==> src/rtl/dbg2w_pkg.sv <==
package dbg2w_pkg;

  typedef enum logic [1:0] {
    REQ_CMD    = 2'd0,
    REQ_ENTER  = 2'd1,
    REQ_PINRST = 2'd2,
    REQ_NONE   = 2'd3
  } req_kind_e;

  // opcodes whose low two bits carry the argument count
  localparam logic [5:0] INJ_PREFIX = 6'b010101;

  typedef struct packed {
    logic clk;
    logic rst_n;
    logic oe;
  } pins_t;

  localparam pins_t PINS_IDLE = '{clk: 1'b0, rst_n: 1'b1, oe: 1'b0};

endpackage

==> src/rtl/dbg2w_tick.sv <==
module dbg2w_tick #(
  parameter int HP_W = 24
) (
  input  logic            clk_i,
  input  logic            rst_ni,
  input  logic            start_i,
  input  logic            run_i,
  input  logic [HP_W-1:0] half_i,
  output logic            tick_o
);

  logic [HP_W-1:0] hp_q, cnt_q;

  assign tick_o = run_i && (cnt_q == hp_q - HP_W'(1));

  always_ff @(posedge clk_i or negedge rst_ni) begin
    if (!rst_ni) begin
      hp_q  <= HP_W'(1);
      cnt_q <= '0;
    end else if (start_i) begin
      hp_q  <= (half_i == '0) ? HP_W'(1) : half_i;
      cnt_q <= '0;
    end else if (run_i) begin
      cnt_q <= tick_o ? '0 : cnt_q + HP_W'(1);
    end
  end

endmodule

==> src/rtl/dbg2w_shift.sv <==
module dbg2w_shift #(
  parameter int FRAME_W = 32,
  parameter int RESP_W  = 16
) (
  input  logic               clk_i,
  input  logic               rst_ni,
  input  logic               start_i,
  input  logic [FRAME_W-1:0] frame_i,
  input  logic               shift_i,
  input  logic               sample_i,
  input  logic               dat_i,
  output logic               tx_bit_o,
  output logic [RESP_W-1:0]  rx_o
);

  logic [FRAME_W-1:0] tx_q;
  logic [RESP_W-1:0]  rx_q;

  assign tx_bit_o = tx_q[FRAME_W-1];
  assign rx_o     = rx_q;

  always_ff @(posedge clk_i or negedge rst_ni) begin
    if (!rst_ni) begin
      tx_q <= '1;
      rx_q <= '0;
    end else if (start_i) begin
      tx_q <= frame_i;
      rx_q <= '0;
    end else begin
      if (shift_i)  tx_q <= {tx_q[FRAME_W-2:0], 1'b1};
      if (sample_i) rx_q <= {rx_q[RESP_W-2:0], dat_i};
    end
  end

endmodule

==> src/rtl/dbg2w_seq.sv <==
module dbg2w_seq
  import dbg2w_pkg::*;
#(
  parameter int NB_W = 6,
  parameter int RB_W = 5,
  parameter int PH_W = 7
) (
  input  logic            clk_i,
  input  logic            rst_ni,
  input  logic            start_i,
  input  req_kind_e       kind_i,
  input  logic [NB_W-1:0] nout_i,
  input  logic [RB_W-1:0] rbits_i,
  input  logic            tick_i,
  output logic            busy_o,
  output logic            done_o,
  output pins_t           pins_o,
  output logic            shift_o,
  output logic            sample_o
);

  logic            busy_q, busy_d, done_d;
  req_kind_e       kind_q, kind_d;
  logic [PH_W-1:0] ph_q, ph_d, last_ph, tot;
  logic [NB_W-1:0] nout_q, nout_d;
  logic [RB_W-1:0] rb_q, rb_d;
  logic            out_bit, cmd_end_half;
  pins_t           pins_d;

  function automatic pins_t decode(logic b, req_kind_e k, logic [PH_W-1:0] p,
                                   logic [NB_W-1:0] n);
    pins_t r;
    r = PINS_IDLE;
    if (b) begin
      case (k)
        REQ_ENTER: begin
          r.clk   = ~p[0];
          r.rst_n = (p == '0) || (p == PH_W'(5));
          r.oe    = 1'b1;
        end
        REQ_PINRST: begin
          r.rst_n = 1'b0;
          r.oe    = 1'b1;
        end
        default: begin
          r.clk = ~p[0];
          r.oe  = (p >> 1) < PH_W'(n);
        end
      endcase
    end
    return r;
  endfunction

  assign tot     = PH_W'(nout_q) + PH_W'(rb_q);
  assign out_bit = (ph_q >> 1) < PH_W'(nout_q);

  always_comb begin
    case (kind_q)
      REQ_ENTER:  last_ph = PH_W'(5);
      REQ_PINRST: last_ph = '0;
      default:    last_ph = (tot << 1) - PH_W'(1);
    endcase
  end

  // end of a low half-period inside a command
  assign cmd_end_half = busy_q && tick_i && (kind_q == REQ_CMD) && ph_q[0];
  assign shift_o      = cmd_end_half && out_bit;
  assign sample_o     = cmd_end_half && !out_bit;

  always_comb begin
    busy_d = busy_q;
    kind_d = kind_q;
    ph_d   = ph_q;
    nout_d = nout_q;
    rb_d   = rb_q;
    done_d = 1'b0;
    if (!busy_q) begin
      if (start_i) begin
        busy_d = 1'b1;
        kind_d = kind_i;
        ph_d   = '0;
        nout_d = nout_i;
        rb_d   = rbits_i;
      end
    end else if (tick_i) begin
      if (ph_q == last_ph) begin
        busy_d = 1'b0;
        done_d = 1'b1;
      end else begin
        ph_d = ph_q + PH_W'(1);
      end
    end
    pins_d = decode(busy_d, kind_d, ph_d, nout_d);
  end

  always_ff @(posedge clk_i or negedge rst_ni) begin
    if (!rst_ni) begin
      busy_q <= 1'b0;
      kind_q <= REQ_CMD;
      ph_q   <= '0;
      nout_q <= '0;
      rb_q   <= '0;
      done_o <= 1'b0;
      pins_o <= PINS_IDLE;
    end else begin
      busy_q <= busy_d;
      kind_q <= kind_d;
      ph_q   <= ph_d;
      nout_q <= nout_d;
      rb_q   <= rb_d;
      done_o <= done_d;
      pins_o <= pins_d;
    end
  end

  assign busy_o = busy_q;

endmodule

==> src/rtl/dbg2w_host.sv <==
module dbg2w_host
  import dbg2w_pkg::*;
#(
  parameter int HP_W   = 24,
  parameter int NARG   = 3,
  parameter int RESP_W = 16,
  localparam int NA_W    = $clog2(NARG + 1),
  localparam int RB_W    = $clog2(RESP_W + 1)
) (
  input  logic              clk_i,
  input  logic              rst_ni,
  input  logic [HP_W-1:0]   half_i,
  input  logic              req_valid_i,
  input  logic [1:0]        req_kind_i,
  input  logic [7:0]        req_opcode_i,
  input  logic [8*NARG-1:0] req_args_i,
  input  logic [NA_W-1:0]   req_nargs_i,
  input  logic [RB_W-1:0]   req_rbits_i,
  output logic              busy_o,
  output logic              done_o,
  output logic [RESP_W-1:0] resp_o,
  output logic              dbg_clk_o,
  output logic              dbg_rst_no,
  output logic              dbg_dat_o,
  output logic              dbg_dat_oe_o,
  input  logic              dbg_dat_i
);

  localparam int FRAME_W = 8 * (NARG + 1);
  localparam int NB_W    = $clog2(FRAME_W + 1);
  localparam int PH_W    = $clog2(2 * (FRAME_W + RESP_W) + 1);

  req_kind_e          kind;
  logic               accept, tick, shift, sample, tx_bit;
  logic [NA_W:0]      na_raw, na_eff;
  logic [NB_W-1:0]    nout;
  logic [RB_W-1:0]    rb_eff;
  logic [FRAME_W-1:0] frame;
  pins_t              pins;

  assign kind   = req_kind_e'(req_kind_i);
  assign accept = req_valid_i && !busy_o && (kind != REQ_NONE);

  assign na_raw = (req_opcode_i[7:2] == INJ_PREFIX) ? (NA_W+1)'(req_opcode_i[1:0])
                                                    : (NA_W+1)'(req_nargs_i);
  assign na_eff = (na_raw > (NA_W+1)'(NARG)) ? (NA_W+1)'(NARG) : na_raw;
  assign nout   = NB_W'((na_eff + (NA_W+1)'(1)) * 8);
  assign rb_eff = (req_rbits_i > RB_W'(RESP_W)) ? RB_W'(RESP_W) : req_rbits_i;

  always_comb begin
    frame = '1;
    if (kind == REQ_CMD) begin
      frame[FRAME_W-1 -: 8] = req_opcode_i;
      for (int g = 0; g < NARG; g++)
        frame[FRAME_W-9-8*g -: 8] = req_args_i[8*g +: 8];
    end
  end

  dbg2w_tick #(.HP_W(HP_W)) u_tick (
    .clk_i   (clk_i),
    .rst_ni  (rst_ni),
    .start_i (accept),
    .run_i   (busy_o),
    .half_i  (half_i),
    .tick_o  (tick)
  );

  dbg2w_seq #(.NB_W(NB_W), .RB_W(RB_W), .PH_W(PH_W)) u_seq (
    .clk_i    (clk_i),
    .rst_ni   (rst_ni),
    .start_i  (accept),
    .kind_i   (kind),
    .nout_i   (nout),
    .rbits_i  (rb_eff),
    .tick_i   (tick),
    .busy_o   (busy_o),
    .done_o   (done_o),
    .pins_o   (pins),
    .shift_o  (shift),
    .sample_o (sample)
  );

  dbg2w_shift #(.FRAME_W(FRAME_W), .RESP_W(RESP_W)) u_shift (
    .clk_i    (clk_i),
    .rst_ni   (rst_ni),
    .start_i  (accept),
    .frame_i  (frame),
    .shift_i  (shift),
    .sample_i (sample),
    .dat_i    (dbg_dat_i),
    .tx_bit_o (tx_bit),
    .rx_o     (resp_o)
  );

  assign dbg_clk_o    = pins.clk;
  assign dbg_rst_no   = pins.rst_n;
  assign dbg_dat_oe_o = pins.oe;
  assign dbg_dat_o    = tx_bit | ~pins.oe;

endmodule

==> config.mk <==
export PLATFORM = sky130hd
export DESIGN_NAME = dbg2w_host
export DESIGN_NICKNAME = d
export VERILOG_FILES = /design/src/rtl/dbg2w_pkg.sv /design/src/rtl/dbg2w_tick.sv /design/src/rtl/dbg2w_shift.sv /design/src/rtl/dbg2w_seq.sv /design/src/rtl/dbg2w_host.sv
export SDC_FILE = /design/constraint.sdc
export NUM_CORES = 1
export LEC_CHECK = 0
export BUFFER_PORTS_ARGS = -buffer_cell sky130_fd_sc_hd__buf_2
export CORE_MARGIN = 2
export CORE_UTILIZATION = 30
export CTS_CLUSTER_DIAMETER = 100
export DETAILED_ROUTE_END_ITERATION = 10
export PLACE_DENSITY = 0.56
export SLEW_MARGIN = 20
export SYNTH_ARGS = -nofsm -noshare
export SYNTH_HDL_FRONTEND = slang
export SYNTH_SLANG_ARGS = --single-unit
==> constraint.sdc <==
create_clock -name clk_i -period 9.9 [get_ports clk_i]
set_clock_uncertainty 0.15 [all_clocks]
set_input_delay 1.485 -clock clk_i [delete_from_list [all_inputs] [get_ports clk_i]]
set_output_delay 1.485 -clock clk_i [all_outputs]
set_load 0.005 [all_outputs]
Yosys cells after proc, flatten, opt, wreduce, memory -nomap -nowiden
Index checks and enable logic that the tools add are counted.

Register bits: 121. Logic and storage cells: 88. Input bits: 69. Output and inout bits: 22.

Order comparisons: 4. Eq/ne operators: 9. Add/subtract/negate cells: 6. Muxes and demuxes: 32. Reduce and logical (&&, ||, !) cells: 20. Bitwise gates (word level): 4.

Operators by type and width (number): $mux 24 (4); $mux 32 (3); $mux 16 (2); $mux 7 (4); $add 24x1->24 const B (1); $eq 24x24->1 (1); $logic_not 24->1 (1); $sub 24x1->24 const B (1); $pmux 7 s2 (1); $lt 6x6->1 (2); $mux 6 (2); $mux 1 (9); $logic_and 1x1->1 (8); $mux 2 (4); $add 7x1->7 const B (1); $eq 7x3->1 const B (1); $eq 7x7->1 (1); $logic_not 7->1 (1); $sub 7x1->7 const B (1); $add 6x5->6 (1); $eq 6x5->1 const B (1); $reduce_bool 2->1 (3); $gt 5x5->1 const B (1); $mux 5 (1); other kinds (14) (20).

Logic depth before layout (Yosys ltp)
Gate-level depths: netlist of run 1.

Depth after elaboration: 11. Depth in mapped cells: 20.

By module
A second synthesis of run 1 with hierarchy kept.

Cell total of the unflattened synthesis: 792. Area total of the unflattened synthesis: 7562.3 µm².

By module, submodules not included: dbg2w_tick (sequential area each 1202.4 µm², area each 3129.3 µm², cells each 339, times used 1); dbg2w_shift (sequential area each 1241.2 µm², area each 2199.6 µm², cells each 191, times used 1); dbg2w_seq (sequential area each 626.9 µm², area each 1884.3 µm², cells each 209, times used 1); dbg2w_host (sequential area each 0.0 µm², area each 349.1 µm², cells each 53, times used 1).

Worst setup path after synthesis of run 1
No wires, ideal clock.

Kind: register to register. Start point: reg u_tick.hp_q[0]. End point: reg u_seq.pins_o[0] (netlist bit). Path buffers: 1. Data required time: 9.666 ns. Cell stages (with the launch flop): 20. Period minus slack after synthesis: 4.697 ns. Path slack: 5.203 ns. Data arrival time: 4.463 ns. Cell sequence: dfstp_2 > inv_1 > ha_1 > or4b_1 > buf_2 > nor3_1 > xnor2_1 > a21boi_0 > or4bb_1 > or4_1 > a21o_1 > nor2_1 > mux2i_1 > ha_1 > a21oi_1 > nor2b_1 > o21ai_0 > nand2b_1 > a221oi_1 > a21boi_0.

RTL lines: start: declaration (line dbg2w_tick.sv:12) `logic [HP_W-1:0] hp_q, cnt_q;`; start signal: assignment (line dbg2w_tick.sv:21) `hp_q <= (half_i == '0) ? HP_W'(1) : half_i;`; end signal: assignment (line dbg2w_seq.sv:112) `pins_o <= pins_d;`; end: declaration (line dbg2w_seq.sv:17) `output pins_t pins_o,`.

==> flow_metrics.env, run 1 <==
export IMPL_diodes=0
export IMPL_die_area_um2=24770
export IMPL_worstSetupPathType="flop to flop"
export IMPL_yosysSeqAreaShare=0.4350
export IMPL_finalCriticalPeriod_ns=5.432
export IMPL_rsz0062_at_grt="false"
export IMPL_worst_pin_slew_ns=0.9257
export IMPL_clk_path_buf_depth=2
export IMPL_ir_drop_uv=105.7
export IMPL_synth_cell_type_count=64
export IMPL_ys_flop_type="dfrtp_1"
export IMPL_track_usage=0.1504
export IMPL_cts_htree_levels=4
export IMPL_slowest_delay_ns=0.69
export IMPL_gp_congestion=0.8257
export IMPL_grt_pass1_vias=5699
export IMPL_wl_per_cell_um=14.93
export IMPL_critical_path_endpoint_type="flop"
export IMPL_postRouteAntennaNets=0
export IMPL_grt_max_degree=82
export IMPL_synth_cells=792
export IMPL_first_pass_iters=4
export IMPL_synth_compound_area_share=0.1480
export IMPL_power_density_nw_per_um2=204.2
export IMPL_area_delta_synth_final_pct=19.04
export IMPL_crit_family="simple AND/OR/NAND/NOR gates"
export IMPL_whs_ns=0.3107
export IMPL_synth_xor_area_share=0.06027
export IMPL_hp_class="flop to flop"
export IMPL_yosysWarnings=0
export IMPL_finalHoldViolations=0
export IMPL_cts_buffers=17
export IMPL_status="finished clean"
export IMPL_cts_tree="built"
export IMPL_slowest_stage="nor4_1"
export IMPL_layout_drive_gt1_share=0.2093
export IMPL_viasPerCell=4.893
export IMPL_path_max_fanout=8
export IMPL_path_clk_slew_ns=0.06
export IMPL_postCtsHoldBufs=0
export IMPL_start_util=0.3034
export IMPL_async_flop_share=1.000
export IMPL_num_nets_final=961
export IMPL_yosys_top_cells_area="dfrtp_1 31%, dfstp_2 13%, nand2_1 7.7%, o21ai_0 5.5%, ha_1 4.4%"
export IMPL_worst_path_buf_inv=0
export IMPL_cts_resized=0
export IMPL_finalSetupTns_ns=0
export IMPL_pin_count=91
export IMPL_yosys_area_top_type_share=0.3085
export IMPL_grt_pass1_wl_um=29550
export IMPL_drtIter0Drc=271
export IMPL_fp_dieH_um=157.4
export IMPL_clock_latency_ns=0.41
export IMPL_routed_wl_um=17890
export IMPL_hpwl_um=12710
export IMPL_portBuffers=90
export IMPL_synth_top_family_by_area="simple AND/OR/NAND/NOR gates"
export IMPL_cts_root_buf="clkbuf_16"
export IMPL_final_common_cell="nand2_1"
export IMPL_post_route_drc_count=0
export IMPL_fp_coreArea_um2=23260
export IMPL_cts_setup_buffers=0
export IMPL_max_slew_margin=0.3816
export IMPL_finalCritPeriodShare=0.5487
export IMPL_yosysTopAreaCell="dfrtp_1"
export IMPL_synth_seq_cells=121
export IMPL_cp_start_kind="flop"
export IMPL_synth_edff_count=0
export IMPL_worstPathArrival_ns=5.62
export IMPL_final_cell_mix="144 x nand2_1, 89 x buf_2, 87 x dfrtp_1"
export IMPL_yosys_area_share_simple=0.2234
export IMPL_synth_area_um2=7058
export IMPL_setup_violations=0
export IMPL_p_leak_nw=3.871
export IMPL_worstPathCellList="nor4_1 -> nand4_1 -> nor3_1 -> mux2_2 -> or4bb_1 -> or4_1 -> a21o_1 -> nor2_1 -> mux2i_1 -> ha_1 -> a21oi_1 -> nor2b_1 -> o21ai_0 -> nand2b_1 -> a221oi_1 -> a21boi_0"
export IMPL_slew_viol_final=0
export IMPL_required_ns=10.08
export IMPL_synth_fa_ha_area_frac=0.04715
export IMPL_numClockSinks=121
export IMPL_synth_fp_nets=887
export IMPL_vias=5862
export IMPL_synth_area_mux_share=0.04804
export IMPL_syn_avg_cell_area_um2=8.912
export IMPL_fp_dieW_um=157.4
export IMPL_antenna_found_initial=0
export IMPL_grt_ovfl_total=0
export IMPL_rows=56
export IMPL_maxCapViolCount=0
export IMPL_fmax_mhz=184.1
export IMPL_fin_util=0.3612
## where the power goes
group	switching (mW)	total, mW	leakage [nW]	internal, mW
clock	0.250	0.616	0.290	0.366
combinational	0.195	0.385	2.13	0.190
sequential	0.110	0.715	1.45	0.604
## stage by stage
step | area, um^2 | worst slack [ns] | cells | power, mW
floorplan | 7058 | 5.203 | 792 | 0.9824
global placement | 7807 | 4.684 | 1166 | 1.100
detailed placement | 7807 | 4.512 | 1166 | 1.107
CTS | 8389 | 4.499 | 1198 | 1.736
global route | 8402 | 3.963 | 1198 | 1.828
finish | 8402 | 4.468 | 1198 | 1.715
## synthesized netlist by cell type (2+ instances only)
cell and count:
nand3b_1 6, nor2_1 56, or4_1 6, a211o_1 4
nand2b_1 8, a211oi_1 3, clkbuf_1 39, o41ai_1 2
xor2_1 21, xnor2_1 25, nor4b_1 2, and4_1 2
a21o_1 5, nor3b_1 2, o21ai_0 77, and3_1 15
nand3_1 29, a32o_1 2, or2_2 5, nor3_1 6
a221oi_1 2, a31oi_1 2, buf_2 2, a21boi_0 5
inv_1 29, mux2_2 7, or3_1 6, dfrtp_1 87
mux2i_1 26, nor2b_1 5, a21oi_1 9, nor4_1 15
nand2_1 144, and2_1 6, ha_1 25, o211ai_1 7
o22ai_1 31, dfstp_2 34, nand4_1 8, o31ai_1 3
## kinds of logic (layout without fill, tap and decap cells)
kind of cell    after synthesis  after routing
simple gates                330            330
compound gates              164            164
flops                       121            121
buf+inv                      71            158
xor+xnor                     47             47
mux                          33             33
fa+ha+maj                    26             26
## sequential cells by signal, summed over array words and instances (netlist names)
signal,cells
u_seq.nout_q,6
u_seq.done_o,1
u_shift.tx_q,32
u_seq.kind_q,2
u_shift.rx_o,16
u_seq.rb_q,5
u_seq.busy_o,1
u_seq.ph_q,7
u_tick.cnt_q,24
u_tick.hp_q,24
u_seq.pins_o,3
## path summary, 6_finish.rpt
kind,slack (ns),depth (start not counted),endpoint,start
setup reg to reg,4.47,16,u_seq.pins_o[0]$_DFF_PN0_,u_tick.hp_q[5]$_DFFE_PN0P_
min in group asynchronous,0.90,1,u_tick.hp_q[14]$_DFFE_PN0P_,rst_ni
setup / recovery,4.47,16,u_seq.pins_o[0]$_DFF_PN0_,u_tick.hp_q[5]$_DFFE_PN0P_
hold reg to reg,0.31,2,u_shift.tx_q[0]$_DFFE_PN1P_,u_shift.tx_q[0]$_DFFE_PN1P_
max in group asynchronous,7.52,2,u_tick.hp_q[3]$_DFFE_PN0P_,rst_ni
hold / removal,0.31,2,u_shift.tx_q[0]$_DFFE_PN1P_,u_shift.tx_q[0]$_DFFE_PN1P_
## per-layer routing
layer / global-route usage / share of wire / routed length [um] / vias up
met5: 0 / 0 / 0 / -
met4: 0.04286 / 0.0092 / 165 / 0
met3: 0.03056 / 0.033 / 585 / 15
met2: 0.2458 / 0.48 / 8593 / 93
met1: 0.2016 / 0.48 / 8541 / 2813
li1: - / - / - / 2941
## worst register-to-register path: stages, from the launching register on
cell	delay (ns)
dfrtp_1	0.45
nor4_1	0.69
nand4_1	0.33
nor3_1	0.27
mux2_2	0.38
or4bb_1	0.48
or4_1	0.63
a21o_1	0.29
nor2_1	0.15
mux2i_1	0.34
ha_1	0.32
a21oi_1	0.15
nor2b_1	0.06
o21ai_0	0.14
nand2b_1	0.07
a221oi_1	0.27
a21boi_0	0.19
## area by class of cell
type	instances	area, um^2
Fill cell	2414	14860
Multi-Input combinational cell	600	3736
Sequential cell	121	3070
Timing Repair Buffer	96	501.7
Clock buffer	18	450.4
Tap cell	319	399.1
Clock inverter	14	131.4
Inverter	30	112.6
No activity file was read; power rests on OpenSTA's default activity.
==> run 2: changes to the inputs <==
==> constraint.sdc (replaced) <==
create_clock -name clk_i -period 5.44 [get_ports clk_i]
set_clock_uncertainty 0.15 [all_clocks]
set_input_delay 0.816 -clock clk_i [delete_from_list [all_inputs] [get_ports clk_i]]
set_output_delay 0.816 -clock clk_i [all_outputs]
set_load 0.005 [all_outputs]
==> run 2 against run 1 <==
Worst setup slack lost 4.1 ns. First-iteration DRC count grew 13%. Wire length grew 0.78%. Register-to-register slack lost 4.1 ns. Via count shrank 0.26%.
==> flow_metrics.env, run 2 (synthesis gave the netlist of run 1 again) <==
export IMPL_status="finished clean"
export IMPL_worstSetupPathType="flop to flop"
export IMPL_rsz0062_at_grt="false"
export IMPL_first_pass_iters=4
export IMPL_largest_reg_flops=32
export IMPL_viasPerCell=4.848
export IMPL_numClockSinks=121
export IMPL_max_slew_margin=0.2972
export IMPL_cts_htree_levels=4
export IMPL_wl_per_cell_um=14.95
export IMPL_critical_path_endpoint_type="flop"
export IMPL_maxCapViolCount=0
export IMPL_die_area_um2=24770
export IMPL_fin_util=0.3642
export IMPL_cts_resized=0
export IMPL_drtIter0Drc=306
export IMPL_finalHoldViolations=0
export IMPL_p_int_mw=2.116
export IMPL_p_sw_frac=0.3245
export IMPL_worstPathArrival_ns=5.23
export IMPL_hp_class="input pin to async pin"
export IMPL_routed_wl_um=18030
export IMPL_p_sw_mw=1.017
export IMPL_cts_root_buf="clkbuf_16"
export IMPL_layout_drive_gt1_share=0.2210
export IMPL_p_leak_nw=3.904
export IMPL_start_util=0.3034
export IMPL_r2r_setup_slack_ns=0.40
export IMPL_path_max_fanout=8
export IMPL_clock_latency_ns=0.43
export IMPL_finalCritPeriodShare=0.9262
export IMPL_r2r_start="u_tick.hp_q[0]$_DFFE_PN1P_"
export IMPL_setup_violations=0
export IMPL_clk_path_buf_depth=2
export IMPL_area_delta_synth_final_pct=20.05
export IMPL_diodes=0
export IMPL_cts_tree="built"
export IMPL_p_clk_frac=0.359
export IMPL_hpwl_um=12840
export IMPL_final_common_cell="nand2_1"
export IMPL_final_cell_mix="144 x nand2_1, 89 x buf_2, 87 x dfrtp_1"
export IMPL_grt_pass1_wl_um=30300
export IMPL_p_seq_frac=0.415
export IMPL_fillers=2439
export IMPL_rows=56
export IMPL_fp_coreArea_um2=23260
export IMPL_finalCriticalPeriod_ns=5.038
export IMPL_endpoint="u_seq.pins_o[0]$_DFF_PN0_"
export IMPL_gp_congestion=0.8167
export IMPL_grt_ovfl_total=0
export IMPL_rr_worst_depth=18
export IMPL_pin_count=91
export IMPL_track_usage=0.1550
export IMPL_postRouteAntennaNets=0
export IMPL_power_density_nw_per_um2=369.8
export IMPL_grt_pass1_vias=5807
export IMPL_required_ns=5.63
export IMPL_grt_max_degree=64
export IMPL_vias=5847
export IMPL_reg_top3="u_shift.tx_q (32), u_tick.cnt_q (24), u_tick.hp_q (24)"
export IMPL_slew_viol_final=0
export IMPL_crit_path_start="u_tick.hp_q[0]$_DFFE_PN1P_"
export IMPL_cp_start_kind="flop"
export IMPL_path_clk_slew_ns=0.06
export IMPL_num_nets_final=969
export IMPL_worst_pin_slew_ns=1.054
export IMPL_comb_power_share=0.226
export IMPL_finalSetupTns_ns=0
export IMPL_ir_drop_uv=223.2
export IMPL_cts_setup_buffers=0
export IMPL_top_register="u_shift.tx_q"
export IMPL_cts_buffers=17
export IMPL_r2r_end="u_seq.pins_o[0]$_DFF_PN0_"
export IMPL_post_route_drc_count=0
export IMPL_fmax_mhz=198.5
export IMPL_postCtsHoldBufs=0
export IMPL_fp_dieH_um=157.4
export IMPL_portBuffers=90
export IMPL_antenna_found_initial=1
export IMPL_fp_dieW_um=157.4
## run 2: worst min path at each step
| stage | slack, ns | cells after the start | end | startpoint |
|---|---|---|---|---|
| floorplan | 0.29 | 2 | u_shift.tx_q[0]$_DFFE_PN1P_ | u_shift.tx_q[0]$_DFFE_PN1P_ |
| global placement | 0.30 | 2 | u_shift.tx_q[0]$_DFFE_PN1P_ | u_shift.tx_q[0]$_DFFE_PN1P_ |
| detailed placement | 0.31 | 2 | u_shift.tx_q[0]$_DFFE_PN1P_ | u_shift.tx_q[0]$_DFFE_PN1P_ |
| CTS | 0.23 | 1 | u_tick.hp_q[13]$_DFFE_PN0P_ | rst_ni |
| global route | 0.27 | 1 | u_tick.hp_q[13]$_DFFE_PN0P_ | rst_ni |
| finish | 0.22 | 1 | u_tick.hp_q[14]$_DFFE_PN0P_ | rst_ni |
## run 2: power by group through the flow
stage	Combinational [mW]	Sequential [mW]	Clock, mW
2_1_floorplan	0.555	1.23	0
3_3_place_gp	0.700	1.31	0
3_5_place_dp	0.705	1.31	0
4_1_cts	0.712	1.30	1.15
5_1_grt	0.813	1.33	1.19
6_report	0.709	1.30	1.12
## run 2: final cells by class
type	count	area, um^2	share of cell area
Multi-Input combinational cell	600	3746	0.4421
Sequential cell	121	3070	0.3624
Timing Repair Buffer	104	558.0	0.06586
Clock buffer	18	450.4	0.05316
Tap cell	319	399.1	0.04711
Clock inverter	14	136.4	0.01610
Inverter	30	112.6	0.01329
## run 2: per-stage QoR
step           worst slack, ns  cell area, um^2  hold WS [ns]  power [mW]  std cells
2_1_floorplan           0.7426             7058        0.2897       1.788        792
3_3_place_gp            0.3582             7868        0.3007       2.010       1174
3_5_place_dp            0.2327             7868        0.3057       2.017       1174
4_1_cts                 0.1958             8454        0.2331       3.163       1206
5_1_grt                0.05421             8473        0.2659       3.334       1206
6_report                0.4017             8473        0.2217       3.133       1206
## run 2: critical path, cell delays in order, from the launching register on
cell	delay [ns]
dfstp_2	0.38
inv_1	0.07
ha_1	0.24
or4b_4	0.55
nor3_1	0.25
xnor2_1	0.17
a21boi_0	0.18
or4bb_1	0.48
or4_4	0.54
a21o_1	0.26
nor2_1	0.19
mux2i_2	0.31
ha_1	0.29
a21oi_1	0.13
nor2b_1	0.06
o21ai_0	0.16
nand2b_1	0.08
a221oi_1	0.26
a21boi_0	0.19
## run 2: metal layers
metal  up-vias  wire length (um)  GRT usage
met5         -                 0          0
met2        99              8667     0.2522
li1       2960                 -          -
met4         0               256    0.04978
met3        19               703    0.03304
met1      2769              8397     0.2057
